`src/rtl/bmr_pkg.sv`:
```
package bmr_pkg;
    typedef enum logic [1:0] {
        ST_IDLE = 2'd0,
        ST_XFER = 2'd1,
        ST_DONE = 2'd2
    } bmr_state_t;
endpackage

```
`src/rtl/bmr_addr_cnt.sv`:
```
module bmr_addr_cnt #(
    parameter int AW = 32
) (
    input  logic          clk,
    input  logic          rst_n,
    input  logic          load,
    input  logic [AW-1:0] load_val,
    input  logic          step,
    output logic [AW-1:0] addr,
    output logic          wrap
);
    localparam int CW = AW - 2;

    logic [CW-1:0] dw_q;
    logic [CW-1:0] dw_nxt;
    logic          carry;

    assign {carry, dw_nxt} = {1'b0, dw_q} + {{CW{1'b0}}, 1'b1};

    always_ff @(posedge clk) begin
        if (!rst_n) begin
            dw_q <= '0;
            wrap <= 1'b0;
        end else begin
            wrap <= 1'b0;
            if (load) begin
                dw_q <= load_val[AW-1:2];
            end else if (step) begin
                dw_q <= dw_nxt;
                wrap <= carry;
            end
        end
    end

    assign addr = {dw_q, 2'b00};
endmodule

```
`src/rtl/bmr_byte_cnt.sv`:
```
module bmr_byte_cnt #(
    parameter int LW = 16
) (
    input  logic          clk,
    input  logic          rst_n,
    input  logic          load,
    input  logic [LW-1:0] len,
    input  logic          active,
    input  logic          step,
    output logic          last,
    output logic [3:0]    be_n
);
    localparam logic [LW-1:0] DW_BYTES = LW'(4);

    logic [LW-1:0] rem_q;
    logic          tail;

    assign tail = (rem_q <= DW_BYTES);
    assign last = active && step && tail;

    always_ff @(posedge clk) begin
        if (!rst_n) begin
            rem_q <= '0;
        end else if (load) begin
            rem_q <= len;
        end else if (active && step) begin
            rem_q <= tail ? '0 : rem_q - DW_BYTES;
        end
    end

    always_comb begin
        be_n = 4'b1111;
        if (active) begin
            if (rem_q >= DW_BYTES) begin
                be_n = 4'b0000;
            end else begin
                for (int i = 0; i < 4; i++) begin
                    be_n[i] = !(LW'(i) < rem_q);
                end
            end
        end
    end
endmodule

```
`src/rtl/bmr_fsm.sv`:
```
module bmr_fsm
    import bmr_pkg::*;
(
    input  logic       clk,
    input  logic       rst_n,
    input  logic       start_ok,
    input  logic       last,
    output bmr_state_t state,
    output logic       busy,
    output logic       done
);
    bmr_state_t nxt;

    always_comb begin
        nxt = state;
        unique case (state)
            ST_IDLE: if (start_ok) nxt = ST_XFER;
            ST_XFER: if (last)     nxt = ST_DONE;
            ST_DONE:               nxt = ST_IDLE;
            default:               nxt = ST_IDLE;
        endcase
    end

    always_ff @(posedge clk) begin
        if (!rst_n) state <= ST_IDLE;
        else        state <= nxt;
    end

    always_comb begin
        busy = 1'b0;
        done = 1'b0;
        unique case (state)
            ST_IDLE: ;
            ST_XFER: busy = 1'b1;
            ST_DONE: done = 1'b1;
            default: ;
        endcase
    end
endmodule

```
`src/rtl/bm_rdaddr_ctr.sv`:
```
module bm_rdaddr_ctr
    import bmr_pkg::*;
#(
    parameter int         AW       = 32,
    parameter int         LW       = 16,
    parameter int         OFW      = 8,
    parameter logic [7:0] REG_OFFS = 8'h30
) (
    input  logic          clk,
    input  logic          rst_n,
    input  logic          master_en,
    input  logic [OFW-1:0] reg_addr,
    input  logic          reg_wr,
    input  logic [AW-1:0] reg_wdata,
    output logic [AW-1:0] reg_rdata,
    input  logic          xfer_start,
    input  logic [LW-1:0] xfer_bytes,
    input  logic          phase_done,
    output logic [AW-1:0] bus_addr,
    output logic [3:0]    byte_en_n,
    output logic          busy,
    output logic          done,
    output logic          wrap
);
    bmr_state_t    state;
    logic          wr_hit;
    logic          start_ok;
    logic          last;
    logic          in_xfer;
    logic [AW-1:0] cur_addr;

    assign wr_hit   = master_en && reg_wr && (reg_addr == OFW'(REG_OFFS));
    assign in_xfer  = (state == ST_XFER);
    assign start_ok = (state == ST_IDLE) && xfer_start && (xfer_bytes != '0);

    bmr_fsm u_fsm (
        .clk      (clk),
        .rst_n    (rst_n),
        .start_ok (start_ok),
        .last     (last),
        .state    (state),
        .busy     (busy),
        .done     (done)
    );

    bmr_addr_cnt #(.AW(AW)) u_addr (
        .clk      (clk),
        .rst_n    (rst_n),
        .load     (wr_hit),
        .load_val (reg_wdata),
        .step     (in_xfer && phase_done),
        .addr     (cur_addr),
        .wrap     (wrap)
    );

    bmr_byte_cnt #(.LW(LW)) u_bytes (
        .clk      (clk),
        .rst_n    (rst_n),
        .load     (start_ok),
        .len      (xfer_bytes),
        .active   (in_xfer),
        .step     (phase_done),
        .last     (last),
        .be_n     (byte_en_n)
    );

    assign bus_addr  = cur_addr;
    assign reg_rdata = master_en ? cur_addr : '0;
endmodule

```
`config.mk`:
```
export PLATFORM = sky130hd
export DESIGN_NAME = bm_rdaddr_ctr
export DESIGN_NICKNAME = d
export VERILOG_FILES = /design/src/rtl/bmr_pkg.sv /design/src/rtl/bmr_addr_cnt.sv /design/src/rtl/bmr_byte_cnt.sv /design/src/rtl/bmr_fsm.sv /design/src/rtl/bm_rdaddr_ctr.sv
export SDC_FILE = /design/constraint.sdc
export NUM_CORES = 1
export LEC_CHECK = 0
export BUFFER_PORTS_ARGS = -buffer_cell sky130_fd_sc_hd__buf_2
export CAP_MARGIN = 20
export CORE_UTILIZATION = 52
export DETAILED_ROUTE_END_ITERATION = 8
export GPL_TIMING_DRIVEN = 0
export PLACE_DENSITY = 0.95
export SLEW_MARGIN = 20
export SYNTH_ARGS = -nofsm -noshare
export SYNTH_HDL_FRONTEND = slang
export SYNTH_SLANG_ARGS = --single-unit
```
`constraint.sdc`:
```
create_clock -name clk -period 4.6 [get_ports clk]
set_input_delay 1.38 -clock clk [delete_from_list [all_inputs] [get_ports clk]]
set_output_delay 1.38 -clock clk [all_outputs]
set_load 0.02 [all_outputs]
```
==> out/qor.txt, run 1 <==
Outcome - finished clean
Type of origin of the critical path - input port
Type of the setup path with the least slack - in2out
Number of max-cap violations - 0
Largest stage delay on the critical path - 0.37 ns
Overall die area - 6250 µm²
Global-route wire length before repair - 14.4 mm
Ports - 133
CP arrival - 2.23 ns
Summed negative setup slack over all endpoints - 0 ns
CTS HTree Levels - 2
Part of the Yosys area used for sequential elements - 0.318
EDFF count, synth - 0
Clock period minus worst slack - 3.61 ns
Placer congestion estimate - 0.905
Fin. Hold Viols - 0
Most repeated library cell on the critical path - sky130_fd_sc_hd__buf_2
Overflow after GRT - 0
Async set-or-reset flop fraction in the synthesized netlist - 0
Classification of the worst-slack hold path - reg2reg
Fin crit share - 0.785
TritonCTS clock tree - built
Critical path required time - 3.22 ns
Post-synthesis sequential element count - 49
Clock edge transition at the registers on the reported setup and hold paths - 0.09 ns
Number of distinct standard cells referenced by the synthesized netlist - 54
Slew Limit Headroom - 0.524
Routed Wire Length - 9.04 mm
Core Area - 5610 µm²
Worst setup slack after layout - 0.990 ns
Placement Setup Slack - 1.03 ns
Pleak - 1.65 nW
Clk buf depth - 2
GRT Resource Usage Total - 0.290
Total DRC errors in the routed layout - 0
Later-pin clock latency in the skew report - 0.31 ns
Most used standard cells in the synthesized netlist - sky130_fd_sc_hd__dfxtp_1 (49), sky130_fd_sc_hd__and2_1 (35), sky130_fd_sc_hd__xnor2_1 (27)
Diode count - 0
Largest net degree at the start of global routing - 15
Number of routed nets with antenna violations - 0
Number of iterations in the first detailed-routing pass - 8
Height of the die - 79.0 µm
Critical path peak fanout - 10
TritonCTS Buffers - 5
VDD IR-drop max - 0.000145 V
Number of buffers inserted by port buffering - 126
Detailed Route Iter0 Violations - 175
Mean Syn Cell Area - 8.00 µm²
Achievable frequency - 277 MHz
Nets - 587
Endpoint class of the critical path - primary output
Share of post-route cells with drive strength above 1 - 0.300
Total of fill cells in the finished design - 459
Synth top area share - 0.318
Worst-case clock skew - 0.0124 ns
Gate Count Post-Synth - 386
RSZ-0062 raised after global routing - no
Starting density of the core - 0.550
Beginning of the critical path - master_en
Reg-to-reg startpoint - u_bytes.rem_q[2]
Ys flop type - sky130_fd_sc_hd__dfxtp_1
Synth top area cells - sky130_fd_sc_hd__dfxtp_1 (32%), sky130_fd_sc_hd__xnor2_1 (7.7%), sky130_fd_sc_hd__and2_1 (7.1%)
Gates resized, CTS repair - 0
CTS sink cnt - 49
Num rows - 27
Transition at the pin with the smallest max-transition slack - 0.707 ns
Critical path, cell by cell - buf_2 > clkbuf_1 > and2_1 > buf_2
Crit-path slowest cell - sky130_fd_sc_hd__clkbuf_1
Vias after detailed routing - 3444
Via count normalized by instance count - 5.79
Number of warning messages in the yosys log - 0
Post-Synthesis Cell Area - 3090 µm²
Hold buffer count at CTS - 0
Cell with the most instances after synthesis - sky130_fd_sc_hd__dfxtp_1
Antenna violations before repair - 0
Library cell occupying the most area in the post-synthesis netlist - sky130_fd_sc_hd__dfxtp_1
Number of buffers inserted by post-CTS setup repair - 0
Library cell used as clock root buffer - sky130_fd_sc_hd__clkbuf_8
Pwr/cell area - 243 nW/µm²
Startpoint of the most critical hold path - u_addr.dw_q[29]
Layout Area Growth over Synthesis - 27.5%
Via count of the first global-routing pass - 3076
Post-detailed-route wirelength per cell - 15.2 µm
Detailed placement HPWL - 6.94 mm
Width of the die - 79.0 µm
Final setup violation count - 0
Slew Viols, Final - 0
==> worst max-delay path: cells and delay by family <==
| family | cells | cell delay [ns] |
|---|---|---|
| buffers and inverters | 3 | 0.65 |
| AND/OR/NAND/NOR | 1 | 0.21 |
==> layer usage <==
layer / part of all wire / GRT usage / wire length (µm) / vias to the layer above
met1: 0.41 / 0.355 / 3720 / 1585
li1: - / - / - / 1666
met5: 0 / 0 / 0 / -
met4: 0.018 / 0.109 / 166 / 0
met2: 0.49 / 0.508 / 4460 / 173
met3: 0.077 / 0.0448 / 693 / 20
==> final timing paths <==
path                            slack [ns]  cells after the start                 to
worst max-delay path                  0.99                      4       reg_rdata[3]
worst min-delay path                  0.52                      2        u_addr.wrap
worst max register to register        2.37                      6  u_bytes.rem_q[11]
worst min register to register        0.52                      2        u_addr.wrap
==> registers in the layout, summed over array words and instances, names as in the netlist <==
name,count
u_bytes.rem_q,16
u_fsm.state,2
u_addr.wrap,1
u_addr.dw_q,30
==> layout by cell type, fill, tap and decap left out, types with 9 or more instances in the layout <==
| cell type | n |
|---|---|
| sky130_fd_sc_hd__dfxtp_1 | 49 |
| sky130_fd_sc_hd__nor3_2 | 11 |
| sky130_fd_sc_hd__inv_1 | 9 |
| sky130_fd_sc_hd__buf_2 | 127 |
| sky130_fd_sc_hd__clkbuf_1 | 21 |
| sky130_fd_sc_hd__nor2_1 | 24 |
| sky130_fd_sc_hd__nand2_1 | 24 |
| sky130_fd_sc_hd__xnor2_1 | 27 |
| sky130_fd_sc_hd__a21oi_1 | 26 |
| sky130_fd_sc_hd__nand4_1 | 12 |
| sky130_fd_sc_hd__o21ai_0 | 11 |
| sky130_fd_sc_hd__a211oi_1 | 9 |
| sky130_fd_sc_hd__and2_1 | 35 |
| sky130_fd_sc_hd__nor3_1 | 9 |
| sky130_fd_sc_hd__o21ai_1 | 17 |
| sky130_fd_sc_hd__nand3_1 | 21 |
==> where the power goes <==
group	internal, mW	switching [mW]	total [mW]
combinational	0.0695	0.105	0.174
sequential	0.440	0.0214	0.461
clock	0.177	0.145	0.322
==> metrics by stage <==
step / area [µm²] / instances / power, mW / utilization / hold slack, ns
CTS: 3940 / 595 / 0.957 / 0.702 / 0.524
global placement: 3820 / 587 / 0.636 / 0.681 / 0.508
finish: 3940 / 595 / 0.957 / 0.702 / 0.520
floorplan: 3100 / 389 / 0.576 / - / 0.489
global route: 3940 / 595 / 1.00 / 0.702 / 0.561
detailed placement: 3820 / 587 / 0.641 / 0.681 / 0.508
==> cells by family after synthesis <==
family | Yosys count | synth area share
simple gates | 171 | 0.337
compound gates | 92 | 0.184
flops | 49 | 0.318
buf+inv | 37 | 0.0527
xor+xnor | 31 | 0.0880
fa+ha+maj | 3 | 0.0122
mux | 2 | 0.00649
other cells | 1 | 0.00121
==> final cells by class <==
class	instances	area [µm²]	area share
multi-input cells	303	1950	0.497
flip-flops and latches	49	981	0.249
repair buffers	126	631	0.160
plain buffers	27	125	0.0318
well taps	72	90.1	0.0229
clock buffers	7	86.3	0.0219
inverters	10	37.5	0.00954
clock inverters	1	30.0	0.00763
Power figures use the tool's default switching activity.
==> inputs of run 2 (changes only) <==
- ABC_AREA: not set -> 1
- PLACE_DENSITY: 0.95 -> 0.91
- clock period: 4.6 -> 3.4 ns (I/O delays scaled with it)
==> run 2 against run 1 <==
- combinational power grew 130%
- cell count up 62%
- critical path depth grew 1
- first-iteration DRC count is 82% higher
- sequential power up 36%
==> out/qor.txt, run 2 <==
Achievable frequency - 326 MHz
Transition at the pin with the smallest max-transition slack - 0.703 ns (-0.00404 ns)
Part of the Yosys area used for sequential elements - 0.247 (-0.0709)
Post-route cell area - 4860 µm² (+23%)
Pwr/cell area - 306 nW/µm² (+26%)
Post-detailed-route wirelength per cell - 13.5 µm (-11%)
Type of origin of the critical path - input port
Starting density of the core - 0.542 (-0.00852)
Detailed Route Iter0 Violations - 318 (+82%)
CTS HTree Levels - 2 (unchanged)
Critical path required time - 2.38 ns (-0.84 ns)
Share of post-route cells with drive strength above 1 - 0.212 (-0.0881)
Classification of the worst-slack hold path - reg2reg
Number of iterations in the first detailed-routing pass - 6 (-2)
TritonCTS Buffers - 5 (unchanged)
Library cell used as clock root buffer - sky130_fd_sc_hd__clkbuf_8
Number of buffers inserted by port buffering - 126 (unchanged)
Endpoint class of the critical path - primary output
Total of fill cells in the finished design - 716 (+56%)
Synth top area share - 0.247 (-0.0709)
Number of warning messages in the yosys log - 0 (unchanged)
Hold buffer count at CTS - 0 (unchanged)
Antenna violations before repair - 0 (unchanged)
Pleak - 2.52 nW (+52%)
Number of buffers inserted by post-CTS setup repair - 0 (unchanged)
Gate Count Post-Synth - 726 (+88%)
Num rows - 31 (+15%)
Total DRC errors in the routed layout - 0 (unchanged)
Summed negative setup slack over all endpoints - 0 ns (unchanged)
Synth top area cells - sky130_fd_sc_hd__dfxtp_1 (25%), sky130_fd_sc_hd__nand2_1 (21%), sky130_fd_sc_hd__nor2_1 (12%)
Clock edge transition at the registers on the reported setup and hold paths - 0.10 ns (about the same)
Overflow after GRT - 0 (unchanged)
Detailed placement HPWL - 9.95 mm (+43%)
Clk buf depth - 2 (unchanged)
Later-pin clock latency in the skew report - 0.31 ns (about the same)
Clock period minus worst slack - 3.07 ns
Core Area - 7330 µm² (+31%)
CTS sink cnt - 49 (unchanged)
Post-Synthesis Cell Area - 3970 µm² (+29%)
Fin. Hold Viols - 0 (unchanged)
Commonest non-fill, non-tap cell in the layout - sky130_fd_sc_hd__nand2_1
Slew Viols, Final - 0 (unchanged)
Post-synthesis sequential element count - 49 (unchanged)
CP arrival - 2.05 ns (-0.18 ns)
Critical path peak fanout - 10 (unchanged)
Mean Syn Cell Area - 5.47 µm² (-32%)
Ys flop type - sky130_fd_sc_hd__dfxtp_1
Nets - 927 (+58%)
Cell with the most instances after synthesis - sky130_fd_sc_hd__nand2_1
Final core utilization - 0.663 (-0.0390)
Type of the setup path with the least slack - in2out
VDD IR-drop max - 0.000159 V (+9.7%)
Gates resized, CTS repair - 0 (unchanged)
Async set-or-reset flop fraction in the synthesized netlist - 0 (unchanged)
Overall die area - 7990 µm² (+28%)
Via count normalized by instance count - 5.29 (-8.6%)
Number of distinct standard cells referenced by the synthesized netlist - 33 (-39%)
Worst-case clock skew - 0.00606 ns (-0.00634 ns)
Slew Limit Headroom - 0.531 (+0.00704)
Library cell occupying the most area in the post-synthesis netlist - sky130_fd_sc_hd__dfxtp_1
TritonCTS clock tree - built
Routed Wire Length - 13.0 mm (+44%)
Fin crit share - 0.902
Outcome - finished clean
Flip-flop count of the largest register after layout - 30 (unchanged)
EDFF count, synth - 0 (unchanged)
Leading registers by flop count - u_addr.dw_q: 30 flops, u_bytes.rem_q: 16 flops, u_fsm.state: 2 flops
Number of routed nets with antenna violations - 0 (unchanged)
Layout Area Growth over Synthesis - 22.3%
Final setup violation count - 0 (unchanged)
Commonest cells after routing, fill and taps aside - sky130_fd_sc_hd__nand2_1 (221), sky130_fd_sc_hd__buf_2 (140), sky130_fd_sc_hd__nor2_1 (131), sky130_fd_sc_hd__inv_1 (91), sky130_fd_sc_hd__nand3_1 (68)
Most used standard cells in the synthesized netlist - sky130_fd_sc_hd__nand2_1 (221), sky130_fd_sc_hd__nor2_1 (131), sky130_fd_sc_hd__inv_1 (91)
Via count of the first global-routing pass - 4424 (+44%)
Vias after detailed routing - 5089 (+48%)
Placer congestion estimate - 1.02 (+13%)
GRT Resource Usage Total - 0.334 (+0.0437)
Width of the die - 89.4 µm (+13%)
Global-route wire length before repair - 20.5 mm (+42%)
Placed Instance Area - 4740 µm² (+24%)
Number of max-cap violations - 0 (unchanged)
Largest net degree at the start of global routing - 16 (+1)
RSZ-0062 raised after global routing - no
Height of the die - 89.4 µm (+13%)
Diode count - 0 (unchanged)
Largest register by flop count - u_addr.dw_q
Ports - 133 (unchanged)
## run 2: changes by cell type after synthesis, sizes merged, moves of 14 or more
cell,change
nand2,+204
nor2,+122
inv,+89
nand3,+48
and2,-34
xnor2,-23
a21oi,+16
nor3,-14
## run 2: final timing paths
kind,startpoint,to,slack [ns],cells past startpoint
max,master_en,reg_rdata[2],0.33,5
min,u_bytes.rem_q[1],u_bytes.rem_q[1],0.49,2
min reg2reg,u_bytes.rem_q[1],u_bytes.rem_q[1],0.49,2
max reg2reg,u_addr.dw_q[0],u_addr.dw_q[22],1.46,10
## run 2: stage by stage
stage	hold slack [ns]	std cells	worst slack, ns	total power [mW]
after floorplan	0.452	729	0.879	0.910
after global placement	0.473	954	0.352	1.02
after detailed placement	0.477	954	0.329	1.03
after CTS	0.491	962	0.327	1.47
after global routing	0.524	962	0.206	1.57
final	0.494	962	0.334	1.49
## run 2: report_power, final
part,switching (mW),internal [mW]
sequential,0.0277,0.597
combinational,0.260,0.142
clock,0.221,0.240
## run 2: final cells by class
type	instances	area, µm²	area share
inverter	99	372	0.0765
sequential	49	981	0.202
multi-input combinational	553	2490	0.513
clock inverter	2	37.5	0.00773
timing repair buffer	126	631	0.130
tap	99	124	0.0255
buffer	28	139	0.0286
clock buffer	6	82.6	0.0170
## run 2: layer usage
| layer | vias up | GRT usage | wire length (µm) |
|---|---|---|---|
| met5 | - | 0 | 0 |
| met4 | 0 | 0.154 | 398 |
| met3 | 42 | 0.0757 | 1470 |
| met2 | 281 | 0.559 | 5930 |
| met1 | 2250 | 0.406 | 5220 |
| li1 | 2516 | - | - |
## run 2: worst max-delay path, stage by stage
cell,delay (ns)
sky130_fd_sc_hd__buf_2,0.11
sky130_fd_sc_hd__clkbuf_1,0.53
sky130_fd_sc_hd__nand2_1,0.16
sky130_fd_sc_hd__inv_1,0.07
sky130_fd_sc_hd__buf_2,0.15
## run 2: logic make-up (layout without fill, tap and decap cells)
| logic type | Yosys count | in the layout | synth area share |
|---|---|---|---|
| other | 1 | 4 | 0.000944 |
| buffers and inverters | 127 | 261 | 0.129 |
| flip-flops | 49 | 49 | 0.247 |
| adder cells (fa/ha/maj) | 3 | 3 | 0.00945 |
| AND/OR/NAND/NOR | 464 | 464 | 0.495 |
| XOR/XNOR | 8 | 8 | 0.0176 |
| AO/OA/AOI/OAI | 74 | 74 | 0.102 |
==> inputs of run 3 (changes only) <==
- BUFFER_PORTS_ARGS: -buffer_cell sky130_fd_sc_hd__buf_2 -> not set
- CORE_UTILIZATION: 52 -> 65
- DONT_BUFFER_PORTS: not set -> 1
- PLACE_DENSITY: 0.91 -> 0.9
==> run 3 against run 2 <==
- cell count down 16%
- sequential share of layout area up 3.2 points
- clock power down 2%
- combinational power down 12%
- global-route usage up 4.7 points
- register-to-register slack worse by 0.18 ns
- non-clock buffer count down 126
- maximum frequency down 0.43%
- first-iteration DRC count up 11%
- critical path depth up 3
- die area down 20%
- via count down 8.3%
- largest cell class unchanged
- largest power group unchanged
- highest routed layer unchanged
==> out/qor.txt, run 3 (synthesized netlist as in run 2, its figures left out) <==
Outcome - finished clean
Classification of the worst-slack hold path - reg2reg
Via count normalized by instance count - 5.75 (+8.7%)
Number of buffers inserted by post-CTS setup repair - 0 (unchanged)
Type of origin of the critical path - flop
Highest metal layer with signal wires - met4
Core Area - 5920 µm² (-19%)
Type of the setup path with the least slack - reg2out
Largest register by flop count - u_addr.dw_q
Routed Wire Length - 12.1 mm (-6.7%)
Number of max-cap violations - 0 (unchanged)
Number of iterations in the first detailed-routing pass - 5 (-1)
Clock edge transition at the registers on the reported setup and hold paths - 0.11 ns (about the same)
Height of the die - 80.2 µm (-10%)
Ports - 133 (unchanged)
Layout Area Growth over Synthesis - 5.54%
Slew Limit Headroom - 0.575 (+0.0433)
Detailed placement HPWL - 9.29 mm (-6.6%)
Count of non-filler cells in the finished layout - 812 (-16%)
Clk buf depth - 2 (unchanged)
TritonCTS clock tree - built
Gates resized, CTS repair - 0 (unchanged)
Flip-flop count of the largest register after layout - 30 (unchanged)
Post-detailed-route wirelength per cell - 15.0 µm (+11%)
Fin. Hold Viols - 0 (unchanged)
Commonest cells after routing, fill and taps aside - sky130_fd_sc_hd__nand2_1 (221), sky130_fd_sc_hd__nor2_1 (131), sky130_fd_sc_hd__inv_1 (91), sky130_fd_sc_hd__nand3_1 (68), sky130_fd_sc_hd__dfxtp_1 (49)
Overall die area - 6430 µm² (-20%)
Placed cell count - 804 (-16%)
Post-route cell area - 4190 µm² (-14%)
Starting density of the core - 0.671 (+0.129)
Largest net degree at the start of global routing - 17 (+1)
Total of fill cells in the finished design - 546 (-24%)
Met2 wire length - 5.96 mm (+0.52%)
Largest stage delay on the critical path - 0.37 ns (-0.16 ns)
RSZ-0062 raised after global routing - no
CTS HTree Levels - 2 (unchanged)
CTS sink cnt - 49 (unchanged)
Fin crit share - 0.906 (+0.00387)
Total DRC errors in the routed layout - 0 (unchanged)
Final core utilization - 0.708 (+0.0454)
Num rows - 28 (-9.7%)
Placer congestion estimate - 0.979 (-3.9%)
Later-pin clock latency in the skew report - 0.33 ns (+0.02 ns)
Hold buffer count at CTS - 0 (unchanged)
Detailed Route Iter0 Violations - 354 (+11%)
Via count of the first global-routing pass - 4251 (-3.9%)
Vias after detailed routing - 4668 (-8.3%)
Commonest non-fill, non-tap cell in the layout - sky130_fd_sc_hd__nand2_1
Placed Instance Area - 4080 µm² (-14%)
Share of post-route cells with drive strength above 1 - 0.0773 (-0.135)
Width of the die - 80.2 µm (-10%)
Library cell used as clock root buffer - sky130_fd_sc_hd__clkbuf_8
Critical path peak fanout - 5 (-5)
Leading registers by flop count - u_addr.dw_q: 30 flops, u_bytes.rem_q: 16 flops, u_fsm.state: 2 flops
Worst-case clock skew - 0.0195 ns (+0.0135 ns)
Total routed wire length on the met1 layer - 4.65 mm (-11%)
Crit-path slowest cell - sky130_fd_sc_hd__a21oi_1
Global-route wire length before repair - 18.8 mm (-8.1%)
Antenna violations before repair - 0 (unchanged)
Transition at the pin with the smallest max-transition slack - 0.638 ns (-0.0649 ns)
Critical path, cell by cell - inv_1 > ha_1 > nand2_2 > nor2_2 > nand2_1 > a21oi_1 > nor2_1 > a21oi_1
Slew Viols, Final - 0 (unchanged)
GRT Resource Usage Total - 0.380 (+0.0465)
Summed negative setup slack over all endpoints - 0 ns (unchanged)
Met3 routed wirelength - 1.06 mm (-28%)
Critical path required time - 2.38 ns (about the same)
Nets - 801 (-14%)
Number of buffers inserted by port buffering - 0 (-100%)
TritonCTS Buffers - 5 (unchanged)
VDD IR-drop max - 0.000182 V (+15%)
Number of routed nets with antenna violations - 0 (unchanged)
Most repeated library cell on the critical path - sky130_fd_sc_hd__a21oi_1
Endpoint class of the critical path - primary output
Achievable frequency - 325 MHz (-0.43%)
Pleak - 1.92 nW (-24%)
Clock period minus worst slack - 3.08 ns (+0.0132 ns)
Final setup violation count - 0 (unchanged)
Overflow after GRT - 0 (unchanged)
Diode count - 0 (unchanged)
CP arrival - 2.06 ns (about the same)
Pwr/cell area - 341 nW/µm² (+12%)
[run 3: power by group]
group	switching, mW	total (mW)	internal, mW
logic	0.241	0.352	0.111
registers	0.0291	0.626	0.597
clock network	0.232	0.452	0.221
[run 3: final timing paths]
| path | to | cells after the start | slack, ns | from |
|---|---|---|---|---|
| setup / recovery | byte_en_n[0] | 8 | 0.32 | u_bytes.rem_q[3] |
| hold / removal | u_bytes.rem_q[1] | 2 | 0.49 | u_bytes.rem_q[1] |
| setup reg to reg | u_addr.dw_q[26] | 10 | 1.28 | u_addr.dw_q[0] |
| hold reg to reg | u_bytes.rem_q[1] | 2 | 0.49 | u_bytes.rem_q[1] |
[run 3: final cells by class]
type,instances,area (µm²),share of cell area
Multi-Input combinational cell,553,2490,0.594
Sequential cell,49,981,0.234
Inverter,99,372,0.0886
Buffer,28,139,0.0331
Tap cell,75,93.8,0.0224
Clock buffer,5,68.8,0.0164
Clock inverter,3,46.3,0.0110
[run 3: per-layer routing]
metal  track usage  vias up
met3        0.0864       46
li1              -     2276
met4         0.207        0
met5             0        -
met1         0.414     2086
met2         0.677      260
[run 3: per-stage QoR]
step                      power, mW  setup slack (ns)  hold slack (ns)
after floorplan               0.910             0.879            0.452
after global placement        0.975             0.668            0.464
after detailed placement      0.983             0.636            0.469
after CTS                      1.42             0.326            0.485
after global routing           1.49             0.167            0.524
final                          1.43             0.321            0.488
[run 3: critical path: cells and delay by family, from the launching register on]
kind                     cells  cell delay, ns
AO/OA/AOI/OAI                2            0.51
adder cells (fa/ha/maj)      1            0.22
buffers and inverters        1            0.12
flip-flops                   1            0.33
AND/OR/NAND/NOR              4            0.56
